### src/rtl/sig_pkg.sv
package sig_pkg;

   typedef enum logic {
      XR_REDUCE = 1'b0,
      XR_TREE   = 1'b1
   } xor_style_e;

   function automatic bit is_pow2(input int unsigned v);
      return (v >= 2) && ((v & (v - 1)) == 0);
   endfunction

endpackage

### src/rtl/sig_xor_tree.sv
module sig_xor_tree #(
   parameter int unsigned          W     = 8,
   parameter sig_pkg::xor_style_e  STYLE = sig_pkg::XR_TREE
) (
   input  logic [W-1:0] din,
   output logic         par
);

   localparam int unsigned NODES = 2 * W - 1;

   generate
      if (STYLE == sig_pkg::XR_TREE) begin : g_tree
         // heap-ordered tree: leaves at W-1..2W-2, root at 0
         logic [NODES-1:0] node;
         for (genvar k = 0; k < W; k++) begin : g_leaf
            assign node[W-1+k] = din[k];
         end
         for (genvar j = 0; j < W - 1; j++) begin : g_inner
            assign node[j] = node[2*j+1] ^ node[2*j+2];
         end
         assign par = node[0];
      end else begin : g_reduce
         assign par = ^din;
      end
   endgenerate

endmodule

### src/rtl/sig_row_char.sv
module sig_row_char #(
   parameter int unsigned          ROWS  = 8,
   parameter int unsigned          COLS  = 8,
   parameter sig_pkg::xor_style_e  STYLE = sig_pkg::XR_TREE
) (
   input  logic [$clog2(ROWS)-1:0]             row_addr,
   input  logic [COLS-1:0]                     row_data,
   output logic [$clog2(ROWS)+$clog2(COLS)-1:0] part
);

   localparam int unsigned RW = $clog2(ROWS);
   localparam int unsigned CW = $clog2(COLS);
   localparam int unsigned SW = RW + CW;

   logic          row_odd;
   logic [CW-1:0] lane_par;

   sig_xor_tree #(.W(COLS), .STYLE(STYLE)) u_row_par (
      .din (row_data),
      .par (row_odd)
   );

   generate
      for (genvar i = 0; i < CW; i++) begin : g_lane
         logic [COLS-1:0] masked;
         for (genvar c = 0; c < COLS; c++) begin : g_col
            localparam bit HAS_BIT = ((c >> i) & 1) == 1;
            assign masked[c] = HAS_BIT ? row_data[c] : 1'b0;
         end
         sig_xor_tree #(.W(COLS), .STYLE(STYLE)) u_lane_par (
            .din (masked),
            .par (lane_par[i])
         );
      end
   endgenerate

   assign part = {(row_odd ? row_addr : {RW{1'b0}}), lane_par};

   // upper field tracks the count of ones in the row
   always_comb begin
      a_r3_row_field : assert (part[SW-1:CW] ==
                               (($countones(row_data) % 2 == 1) ? row_addr : {RW{1'b0}}));
   end

   // each lower bit counts ones at columns with that address bit set
   logic [CW-1:0] lane_ref;
   always_comb begin
      lane_ref = '0;
      for (int i = 0; i < CW; i++) begin
         for (int c = 0; c < COLS; c++) begin
            if (row_data[c] && (((c >> i) & 1) == 1)) lane_ref[i] = ~lane_ref[i];
         end
      end
      a_r4_col_field : assert (part[CW-1:0] == lane_ref);
   end

endmodule

### src/rtl/sig_accum.sv
module sig_accum #(
   parameter int unsigned SW = 6
) (
   input  logic          clk,
   input  logic          rst_n,
   input  logic          clr,
   input  logic          vld,
   input  logic [SW-1:0] part,
   output logic [SW-1:0] sig
);

   logic [SW-1:0] acc_q;

   always_ff @(posedge clk or negedge rst_n) begin
      if (!rst_n)   acc_q <= '0;
      else if (clr) acc_q <= '0;
      else if (vld) acc_q <= acc_q ^ part;
   end

   assign sig = acc_q;

   a_r1_clear_zero : assert property (@(posedge clk) disable iff (!rst_n)
      clr |=> (sig == '0));

   a_r2_clear_beats_valid : assert property (@(posedge clk) disable iff (!rst_n)
      (clr && vld) |=> (sig == '0));

   a_r6_idle_hold : assert property (@(posedge clk) disable iff (!rst_n)
      (!clr && !vld) |=> $stable(sig));

endmodule

### src/rtl/addr_sig_accum.sv
module addr_sig_accum #(
   parameter int unsigned          ROWS  = 8,
   parameter int unsigned          COLS  = 8,
   parameter sig_pkg::xor_style_e  STYLE = sig_pkg::XR_TREE
) (
   input  logic                                  clk,
   input  logic                                  rst_n,
   input  logic                                  clr,
   input  logic                                  row_vld,
   input  logic [$clog2(ROWS)-1:0]               row_addr,
   input  logic [COLS-1:0]                       row_data,
   output logic [$clog2(ROWS)+$clog2(COLS)-1:0]  row_sig,
   output logic [$clog2(ROWS)+$clog2(COLS)-1:0]  sig
);

   localparam int unsigned RW = $clog2(ROWS);
   localparam int unsigned CW = $clog2(COLS);
   localparam int unsigned SW = RW + CW;

   generate
      if (!sig_pkg::is_pow2(ROWS)) begin : g_bad_rows
         $error("ROWS must be a power of two, at least 2");
      end
      if (!sig_pkg::is_pow2(COLS)) begin : g_bad_cols
         $error("COLS must be a power of two, at least 2");
      end
   endgenerate

   sig_row_char #(.ROWS(ROWS), .COLS(COLS), .STYLE(STYLE)) u_row (
      .row_addr (row_addr),
      .row_data (row_data),
      .part     (row_sig)
   );

   sig_accum #(.SW(SW)) u_acc (
      .clk   (clk),
      .rst_n (rst_n),
      .clr   (clr),
      .vld   (row_vld),
      .part  (row_sig),
      .sig   (sig)
   );

   // a valid row folds its contribution in one cycle
   a_r5_fold_row : assert property (@(posedge clk) disable iff (!rst_n)
      (row_vld && !clr) |=> (sig == ($past(sig) ^ $past(row_sig))));

endmodule

### config.mk
export PLATFORM = sky130hd
export DESIGN_NAME = addr_sig_accum
export DESIGN_NICKNAME = d
export VERILOG_FILES = /design/src/rtl/sig_pkg.sv /design/src/rtl/sig_xor_tree.sv /design/src/rtl/sig_row_char.sv /design/src/rtl/sig_accum.sv /design/src/rtl/addr_sig_accum.sv
export SDC_FILE = /design/constraint.sdc
export NUM_CORES = 1
export LEC_CHECK = 0
export ABC_AREA = 0
export BUFFER_PORTS_ARGS = -buffer_cell sky130_fd_sc_hd__buf_2
export CAP_MARGIN = 20
export CORE_MARGIN = 5
export CORE_UTILIZATION = 30
export CTS_BUF_LIST = sky130_fd_sc_hd__clkbuf_16
export CTS_CLUSTER_SIZE = 16
export DETAILED_ROUTE_END_ITERATION = 10
export GPL_ROUTABILITY_DRIVEN = 1
export PLACE_DENSITY_LB_ADDON = 0.25
export RECOVER_POWER = 100
export REMOVE_ABC_BUFFERS = 1
export SLEW_MARGIN = 20
export SYNTH_ARGS = -nofsm -noshare
export SYNTH_HDL_FRONTEND = slang
export SYNTH_SLANG_ARGS = --single-unit
export TNS_END_PERCENT = 100
### constraint.sdc
create_clock -name clk -period 2.3 [get_ports clk]
set_clock_uncertainty 0.15 [all_clocks]
set_input_delay 0.46 -clock clk [delete_from_list [all_inputs] [get_ports clk]]
set_output_delay 0.46 -clock clk [all_outputs]
set_load 0.02 [all_outputs]
## After elaboration in Yosys (flattened, before gate mapping)

Index checks and enable logic that the tools add are counted.

- Bits in registers: 6
- Bits in latches: 0
- RAM bits: 0
- ROM bits: 0
- Input port bits: 15
- Output and inout bits: 12
- Logic and storage cells: 17
- Memories kept: 0

- Add/subtract/negate cells: 0
- $mul: 0
- Div/mod/pow operators: 0
- Order comparisons: 0
- Equal/unequal tests: 0
- Shifts and indexed selects: 0
- Multiplexer cells: 3
- Bitwise logic cells: 12
- Reduce and logical (&&, ||, !) cells: 1

Operators with widths:

| cell | number |
|---|---|
| two-way mux 6 bit | 2 |
| bitwise XOR 1 bit | 11 |
| bitwise XOR 6 bit | 1 |
| two-way mux 3 bit | 1 |
| nonzero test 2 bit | 1 |

## Longest topological paths before layout

Gate-level depths: netlist of the first run.

- Depth in word-level cells: 7
- Depth in mapped cells: 5
- Gate-level depth less buffers: 5

## By module

From an unflattened synthesis of the first run, not the netlist that was laid out.

- Cells, all modules: 57
- Area, all modules: 564.3 um2

By module, submodules not included:

| module | times used | cells each | area an instance (um2) | sequential area each (um2) |
|---|---|---|---|---|
| sig_accum | 1 | 25 | 296.5 | 150.1 |
| sig_xor_tree | 4 | 7 | 61.3 | 0.0 |
| sig_row_char | 1 | 4 | 22.5 | 0.0 |

## Worst setup path before layout of the first run

OpenSTA, ideal clock, no wires.

- Kind: input -> output
- Start point: in row_data[7]
- End point: out row_sig[3]
- Arrival: 1408 ps
- Required time: 1690 ps
- Setup slack: 282 ps
- Stages on the path: 4
- Path buffers: 0
- Cells stage by stage: xor2_1 xnor2_2 xor2_2 and2_1

- Cells in the longest elaborated chain, start to end: 4

Ends and longest elaborated chain:

| element | line | text |
|---|---|---|
| start, declared | addr_sig_accum.sv:11 | `input logic [COLS-1:0] row_data,` |
| bitwise XOR 1 bit (2 in series) | -- |  |
| named net u_row.g_lane[2].u_lane_par.par | sig_xor_tree.sv:6 | `output logic par` |
| bitwise XOR 1 bit | sig_xor_tree.sv:19 | `assign node[j] = node[2*j+1] ^ node[2*j+2];` |
| two-way mux 3 bit | sig_row_char.sv:37 | `assign part = {(row_odd ? row_addr : {RW{1'b0}}), lane_par};` |
| end, declared | addr_sig_accum.sv:12 | `output logic [$clog2(ROWS)+$clog2(COLS)-1:0] row_sig,` |

The timed path passes the listed nets, and every way through them passes these cells.

## Final worst setup path of the first run

- Start point: in row_data[7]
- End point: out row_sig[3]

- Cells in the longest elaborated chain, start to end: 4

Ends and longest elaborated chain:

| element | line |
|---|---|
| bitwise XOR 1 bit (3 in series) | sig_xor_tree.sv:19 |
| two-way mux 3 bit | sig_row_char.sv:37 |

No other way between the ends.

==> results of run 1 <==
==> power groups by stage <==
stage          Combinational (W)  Clock (W)  Sequential, W
3_3_place_gp            0.000207          0       0.000134
4_1_cts                 0.000212   0.000281       0.000133
2_1_floorplan           0.000122          0       0.000153
6_report                0.000204   0.000279       0.000133
3_5_place_dp            0.000210          0       0.000133
5_1_grt                 0.000226   0.000290       0.000136
==> final cells by class <==
type | instances | area (sq um)
clock buffers | 3 | 75.1
fillers | 153 | 788
multi-input cells | 35 | 292
flip-flops and latches | 6 | 150
well taps | 16 | 20.0
repair buffers | 27 | 129
==> stage by stage <==
stage	hold slack, ns	power [W]	cells	utilization	setup WS (ns)
after floorplan	0.0144	0.000274	41	-	0.148
after global placement	0.144	0.000341	83	0.392	0.0461
after detailed placement	0.148	0.000344	83	0.392	0.0278
after CTS	0.369	0.000625	87	0.450	0.0266
after global routing	0.391	0.000652	87	0.458	0.00514
final	0.358	0.000616	87	0.458	0.127
==> path summary, 6_finish.rpt <==
path	cells after the start	endpoint	start	slack, ns
max	6	row_sig[3]	row_data[7]	0.13
min	2	u_acc.sig[1]	clr	0.36
max reg2reg	2	u_acc.sig[5]	u_acc.sig[5]	1.23
min reg2reg	2	u_acc.sig[1]	u_acc.sig[1]	0.39
max in group asynchronous	2	u_acc.sig[0]	rst_n	1.25
min in group asynchronous	2	u_acc.sig[3]	rst_n	0.50
==> logic make-up after synthesis <==
kind of cell	Yosys count
simple gates	18
xor+xnor	14
flops	6
buf+inv	4
mux	3
==> cells in the final DEF (no fill, tap or decap), drive strengths merged <==
| master | count |
|---|---|
| mux2 | 3 |
| nor2 | 6 |
| nand2 | 3 |
| nor2b | 3 |
| dlygate4sd3 | 1 |
| xnor2 | 6 |
| buf | 14 |
| nand3 | 3 |
| clkbuf | 15 |
| and2 | 3 |
| xor2 | 8 |
| dfrtp | 6 |
==> routing by layer <==
layer,up-vias,track usage,part of all wire
met5,-,0,0
met4,0,0.0538,0.017
met3,3,0.0552,0.15
met2,25,0.128,0.42
met1,162,0.0955,0.40
li1,186,-,-
==> worst register-to-register path, cell delays in order, from the launching register on <==
cell     delay (ns)
dfrtp_1        0.38
nor2b_1        0.13
mux2_1         0.29
==> timing repair <==
action	CTS	global route
gates resized for setup	0	5
buffers inserted	0	0
endpoints found under the hold margin	6	0
endpoints found under the setup margin	0	3
hold buffers	1	0
==> impl_metrics.toml, run 1 <==
[logic_synthesis]
mappedNetlistArea_sq_um = 445
synth.distinct_cells = 13
synth-simple-area-share = 0.194
ys_top_cells_by_count = "xor2_1 (7), dfrtp_1 (6), nor2_1 (6)"
postSynth.asyncResetShare = 1.00
synth_mux_area_frac = 0.101
synth_xor_area_frac = 0.309
synthMostInstantiatedCell = "xor2_1"
synthFlopType = "dfrtp_1"
ys_seq_area_frac = 0.337
synth_fa_ha_area_frac = 0
synth-compound-area-share = 0
avgSynthCellArea_sq_um = 9.90
ys_seq_elements = 6
synth_edf_count = 0
synth_top_area_share = 0.337
ys_warn_count = 0
synth_cells = 45
synth_area_leaders = "dfrtp_1 (34%), xor2_1 (14%), mux2_4 (10%), xnor2_1 (9.8%), buf_4 (5.1%)"
synth_top_family_by_area = "XOR/XNOR gates"
synth_top_area_cell = "dfrtp_1"

[die]
fp-row-count = 14
pin_count = 27
die_w_microns = 48.5
start_util = 0.306
die-area_sq_um = 2360
fp.dieH_microns = 48.5
core_area_sq_um = 1450

[final_layout]
layout-drive-gt1-share = 0.352
diodes = 0
largest_reg_flops = 6
area_delta_synth_final_pct = 49.4
nNetsFinal = 88
fin_area_sq_um = 666

[worst_setup_path]
path_cells = "clkbuf_2 -> xor2_2 -> xnor2_2 -> xor2_2 -> and2_1 -> buf_2"
crit_buf_inv = 2
required_ns = 1.69
cp-start-kind = "primary input"
cp_common_cell = "xor2_2"
crit_family = "XOR/XNOR gates"
critPathSlowestCell = "xor2_2"
critPathKind = "in -> out"
arrival_ns = 1.56
endpoint_kind = "output pin"
crit_fanout = 6
critPathMaxStageDelay_ns = 0.26

[timing]
final.setup.tns_ns = 0
max_freq_mhz = 460
worst_pin_slew_ns = 0.338
slew_viol_final = 0
rsz0062_at_grt = "false"
maxSlewHeadroom = 0.774
finalCritPeriodShare = 0.945
period_minus_slack_ns = 2.17
setup_viol = 0
hold_violations = 0

[route]
first_pass_iters = 3
drt-vias-per-instance = 4.32
drc = 0
routed_wl_microns = 955
vias = 376
post_drt_wl_per_cell_microns = 11.0
drt_iter0_markers = 5
antenna_left = 0

[cts]
cts-htree-levels = 1
clock-root-buffer = "clkbuf_16"
cts_buffers = 3
tritoncts = "built"
cts_sinks = 6
clockBufferDepth = 2
clock_latency_ns = 0.23
path_clk_slew_ns = 0.03

[global_routing]
grt_use_total = 0.0883
grt_pass1_vias = 400
grt_pass1_wl_mm = 1.64
antenna_found_initial = 0
grt_max_degree = 10
grt_overflow = 0

[place]
hpwl_microns = 818
place_congestion = 0.699
placed_cell_area_sq_um = 569
portBuffers = 26

[pwr]
p_comb_frac = 0.332
p_int_w = 0.000427
powerDensity_nw_per_um2 = 926
ir_drop_uv = 310
p_leak_nw = 0.324
clkPwrFrac = 0.453
p_seq_frac = 0.215
power_switching_w = 0.000189
swShare = 0.307

[hold_path]
hold_class = "in -> reg"

[status]
status = "complete, no violations"

[flow_run]
cap_violations = 0
Power figures use the tool's default switching activity.
==> run 2: changes to the inputs <==
--- a/config.mk
+++ b/config.mk
@@ -8,11 +8,10 @@
 export ABC_AREA = 0
 export BUFFER_PORTS_ARGS = -buffer_cell sky130_fd_sc_hd__buf_2
 export CAP_MARGIN = 20
-export CORE_MARGIN = 5
-export CORE_UTILIZATION = 30
-export CTS_BUF_LIST = sky130_fd_sc_hd__clkbuf_16
+export CORE_AREA = 5 5 42 44
 export CTS_CLUSTER_SIZE = 16
 export DETAILED_ROUTE_END_ITERATION = 10
+export DIE_AREA = 0 0 47 49
 export GPL_ROUTABILITY_DRIVEN = 1
 export PLACE_DENSITY_LB_ADDON = 0.25
 export RECOVER_POWER = 100
==> run 2 against run 1 <==
Design area shrank 7.0%. Critical path depth unchanged. Largest cell class unchanged. Routed wire length up 7.4%. Combinational power barely moved. Setup slack worse by 0.0096 ns. Clock power decreased by 65%. Total power fell by 29%. Critical endpoint unchanged.
==> impl_metrics.toml, run 2 (same netlist as run 1, synthesis figures left out) <==
[pwr]
finalPower_w = 0.000438
p_leak_nw = 0.307
ir_drop_uv = 282
powerDensity_nw_per_um2 = 707

[worst_setup_path]
required_ns = 1.69
critPathMaxStageDelay_ns = 0.25
rr_worst_depth = 2
critPathSlowestCell = "xor2_2"
endpoint_kind = "output pin"
critPathKind = "in -> out"
critical_path_cell_count = 6
cp-start-kind = "primary input"
worst-r2r-setup-slack_ns = 1.22
crit_family = "XOR/XNOR gates"
worstReg2RegStart = "u_acc.sig[4]"
crit_buf_inv = 2
crit_fanout = 6
timing.rr.end = "u_acc.sig[4]"
arrival_ns = 1.57
path_cells = "buf_2 -> xor2_2 -> xnor2_2 -> xor2_2 -> and2_1 -> buf_2"

[final_layout]
fillers = 160
post-route-util = 0.442
mostFrequentLayoutCells = "buf_2 (16), clkbuf_1 (10), nor2_1 (6), dfrtp_1 (6), xor2_1 (5)"
multi_input_area_sq_um = 292
diodes = 0
nNetsFinal = 89
layout-drive-gt1-share = 0.375
area_delta_synth_final_pct = 39.0
final_common_cell = "buf_2"
ff_latch_area_sq_um = 150
largest_reg_flops = 6

[cts]
clock_latency_ns = 0.24
cts_sinks = 6
tritoncts = "built"
clockBufferDepth = 2
path_clk_slew_ns = 0.05
cts_buffers = 3
clock-root-buffer = "clkbuf_4"
cts-htree-levels = 1

[die]
start_util = 0.318
fp.dieH_microns = 49
fp-row-count = 14
pin_count = 27
die-area_sq_um = 2300
core_area_sq_um = 1400
die_w_microns = 47

[place]
portBuffers = 26
hpwl_microns = 870
place_congestion = 0.710
pre_cts_slack_ns = 0.0537

[timing]
setup_ws_ns = 0.118
final.setup.tns_ns = 0
slew_viol_final = 0
whs_ns = 0.346
period_minus_slack_ns = 2.18
worst_pin_slew_ns = 0.345
setup_viol = 0
maxSlewHeadroom = 0.770
hold_violations = 0
finalCritPeriodShare = 0.949
max_freq_mhz = 458
rsz0062_at_grt = "false"

[hold_path]
hold_end = "u_acc.sig[0]"
min_path_cells = 2
worstHoldStart = "clr"
hold_class = "in -> reg"

[flow_run]
cap_violations = 0

[global_routing]
grt_overflow = 0
grt_pass1_vias = 420
grt_pass1_wl_mm = 1.73
grt_max_degree = 10
grt_use_total = 0.107
antenna_found_initial = 0

[route]
post_drt_wl_per_cell_microns = 11.7
routed_wl_mm = 1.03
first_pass_iters = 3
antenna_left = 0
drc = 0
drt_iter0_markers = 6
drt-vias-per-instance = 4.40
vias = 387

[status]
status = "complete, no violations"
-- run 2: final cells by class --
type,count,share of cell area
Tap cell,16,0.0323
Timing Repair Buffer,28,0.218
Sequential cell,6,0.242
Multi-Input combinational cell,35,0.471
Clock buffer,3,0.0364
-- run 2: through the flow --
stage	area (sq um)	std cells
2_1_floorplan	419	41
3_3_place_gp	577	84
3_5_place_dp	577	84
4_1_cts	609	88
5_1_grt	619	88
6_report	619	88
-- run 2: metal layers --
metal | vias up | wire [microns] | GRT usage
met1 | 173 | 367 | 0.129
met2 | 24 | 501 | 0.152
met3 | 2 | 139 | 0.0406
met4 | 0 | 17 | 0.0691
li1 | 188 | - | -
met5 | - | 0 | 0
-- run 2: what timing repair did --
action,in CTS,in global routing
hold buffers,1,0
hold endpoints to repair,6,0
gates resized for setup,0,4
setup buffers,0,0
endpoints found under the setup margin,0,3
-- run 2: power by group --
| part | leakage, nW | total [W] | internal, W | switching, W |
|---|---|---|---|---|
| clock | 0.0138 | 0.0000980 | 0.0000591 | 0.0000389 |
| combinational | 0.212 | 0.000207 | 0.0000829 | 0.000124 |
| sequential | 0.0805 | 0.000132 | 0.000122 | 0.0000108 |
-- run 2: worst max path at each step --
| stage | slack, ns | endpoint | startpoint |
|---|---|---|---|
| after global placement | 0.08 | row_sig[3] | row_data[7] |
| after detailed placement | 0.05 | row_sig[3] | row_data[7] |
| after CTS | 0.05 | row_sig[3] | row_data[7] |
| after floorplan | 0.15 | row_sig[3] | row_data[7] |
| final | 0.12 | row_sig[3] | row_data[7] |
| after global routing | 0.0009 | row_sig[4] | row_data[7] |
==> run 3: changes to the inputs <==
--- a/config.mk
+++ b/config.mk
@@ -7,12 +7,12 @@
 export LEC_CHECK = 0
 export ABC_AREA = 0
 export BUFFER_PORTS_ARGS = -buffer_cell sky130_fd_sc_hd__buf_2
-export CAP_MARGIN = 20
 export CORE_AREA = 5 5 42 44
 export CTS_CLUSTER_SIZE = 16
 export DETAILED_ROUTE_END_ITERATION = 10
 export DIE_AREA = 0 0 47 49
 export GPL_ROUTABILITY_DRIVEN = 1
+export GPL_TIMING_DRIVEN = 0
 export PLACE_DENSITY_LB_ADDON = 0.25
 export RECOVER_POWER = 100
 export REMOVE_ABC_BUFFERS = 1
==> constraint.sdc (replaced) <==
create_clock -name clk -period 2 [get_ports clk]
set_clock_uncertainty 0.15 [all_clocks]
set_input_delay 0.4 -clock clk [delete_from_list [all_inputs] [get_ports clk]]
set_output_delay 0.4 -clock clk [all_outputs]
set_load 0.02 [all_outputs]
==> run 3 against run 2 <==
Critical path type unchanged. Global-route usage is 0.33 points lower. Die area stayed put. Sequential cell count stayed put. Highest routed layer unchanged. Non-clock buffer count is 3 higher. Routed wire length is 2.8% higher. Sequential share of layout area is 3.9 points lower. First-iteration DRC count is 50% lower. Register-to-register slack worse by 0.25 ns. Utilization is 8.5 points higher. Worst hold slack worse by 0.067 ns. Via count is 3.6% higher. Clock power is 15% higher.
==> impl_metrics.toml, run 3 (same netlist as run 1, synthesis figures left out) <==
[timing]
period_minus_slack_ns = 1.98
finalCritPeriodShare = 0.988
hold_violations = 0
maxSlewHeadroom = 0.776
rsz0062_at_grt = "true"
final.setup.tns_ns = 0
worst_pin_slew_ns = 0.336
setup_viol = 0
slew_viol_final = 0
max_freq_mhz = 506

[status]
status = "complete, no violations"

[route]
vias = 401
drc = 0
routed_wl_mm = 1.06
drt_iter0_markers = 3
first_pass_iters = 3
antenna_left = 0
drt-vias-per-instance = 4.41
post_drt_wl_per_cell_microns = 11.6

[pwr]
powerDensity_nw_per_um2 = 771
ir_drop_uv = 332
p_leak_nw = 0.360

[die]
core_area_sq_um = 1400
die_w_microns = 47
start_util = 0.318
fp.dieH_microns = 49
fp-row-count = 14
pin_count = 27
die-area_sq_um = 2300

[worst_setup_path]
cp-start-kind = "primary input"
crit_family = "XOR/XNOR gates"
critPathSlowestCell = "xor2_2"
required_ns = 1.45
arrival_ns = 1.43
crit_fanout = 5
worstReg2RegStart = "u_acc.sig[3]"
crit_path_start = "row_data[1]"
endpoint_kind = "output pin"
crit_buf_inv = 2
critPathKind = "in -> out"
critPathMaxStageDelay_ns = 0.24
path_cells = "buf_2 -> xor2_4 -> xnor2_2 -> xor2_2 -> and2_1 -> buf_6"

[cts]
clock-root-buffer = "clkbuf_4"
cts_buffers = 3
cts_sinks = 6
cts-htree-levels = 1
tritoncts = "built"
clockBufferDepth = 2
clock_latency_ns = 0.24
path_clk_slew_ns = 0.05

[place]
place_congestion = 0.668
dp_cells = 83
portBuffers = 26

[final_layout]
largest_reg_flops = 6
fin_cells = 91
nNetsFinal = 92
final_common_cell = "buf_2"
post-route-util = 0.527
layout-drive-gt1-share = 0.480
area_delta_synth_final_pct = 65.7
diodes = 0
mostFrequentLayoutCells = "buf_2 (12), clkbuf_1 (7), nor2_1 (6), dfrtp_1 (6)"
fillers = 141

[hold_path]
worstHoldStart = "clr"
hold_class = "in -> reg"

[global_routing]
grt_pass1_wl_mm = 1.74
antenna_found_initial = 0
grt_max_degree = 10
grt_use_total = 0.103
grt_pass1_vias = 440
grt_overflow = 0

[flow_run]
cap_violations = 0
## run 3: cell count changes in the layout (fill, tap and decap cells not counted), sizes merged
cell,change
buf,+6
clkbuf,-3
## run 3: path summary, 6_finish.rpt
kind / to / slack (ns) / depth (start not counted)
setup / recovery: row_sig[3] / 0.02 / 6
hold / removal: u_acc.sig[0] / 0.28 / 2
setup reg to reg: u_acc.sig[3] / 0.97 / 2
hold reg to reg: u_acc.sig[1] / 0.38 / 2
max in group asynchronous: u_acc.sig[1] / 1.03 / 2
min in group asynchronous: u_acc.sig[5] / 0.43 / 2
## run 3: per-layer routing
| metal | vias to the layer above | GRT usage | part of all wire |
|---|---|---|---|
| li1 | 194 | - | - |
| met1 | 180 | 0.118 | 0.35 |
| met2 | 25 | 0.167 | 0.51 |
| met3 | 2 | 0.0258 | 0.12 |
| met4 | 0 | 0.0553 | 0.018 |
| met5 | - | 0 | 0 |
## run 3: power breakdown
group	switching [W]	leakage (nW)	internal [W]
Combinational	0.000155	0.266	0.000149
Clock	0.0000453	0.0138	0.0000680
Sequential	0.0000127	0.0805	0.000140
Total	0.000213	0.360	0.000356
## run 3: worst register-to-register path: stages (launching register included)
cell	delay [ns]
dfrtp_1	0.38
nor2b_1	0.13
mux2_4	0.25
## run 3: layout make-up
| cell class | count | area, sq um | share of cell area |
|---|---|---|---|
| Multi-Input combinational cell | 35 | 340 | 0.461 |
| Sequential cell | 6 | 150 | 0.203 |
| Tap cell | 16 | 20.0 | 0.0271 |
| Clock buffer | 3 | 22.5 | 0.0305 |
| Timing Repair Buffer | 31 | 205 | 0.278 |
## run 3: metrics by stage
step           worst slack [ns]  hold WS, ns  instance area [sq um]  total power [W]
2_1_floorplan           -0.0319      -0.0456                    419         0.000315
3_3_place_gp             -0.183       0.0833                    569         0.000392
3_5_place_dp             -0.196       0.0854                    569         0.000395
4_1_cts                 0.00163        0.285                    699         0.000561
5_1_grt                 -0.0508        0.306                    738         0.000606
6_report                 0.0245        0.279                    738         0.000569
## run 3: repair_timing
item,4_1_cts,5_1_grt
hold buffers,1,0
hold endpoints to repair,6,0
gates resized for setup,14,7
setup buffers,3,1
setup endpoints to repair,3,3
pin swaps,7,3
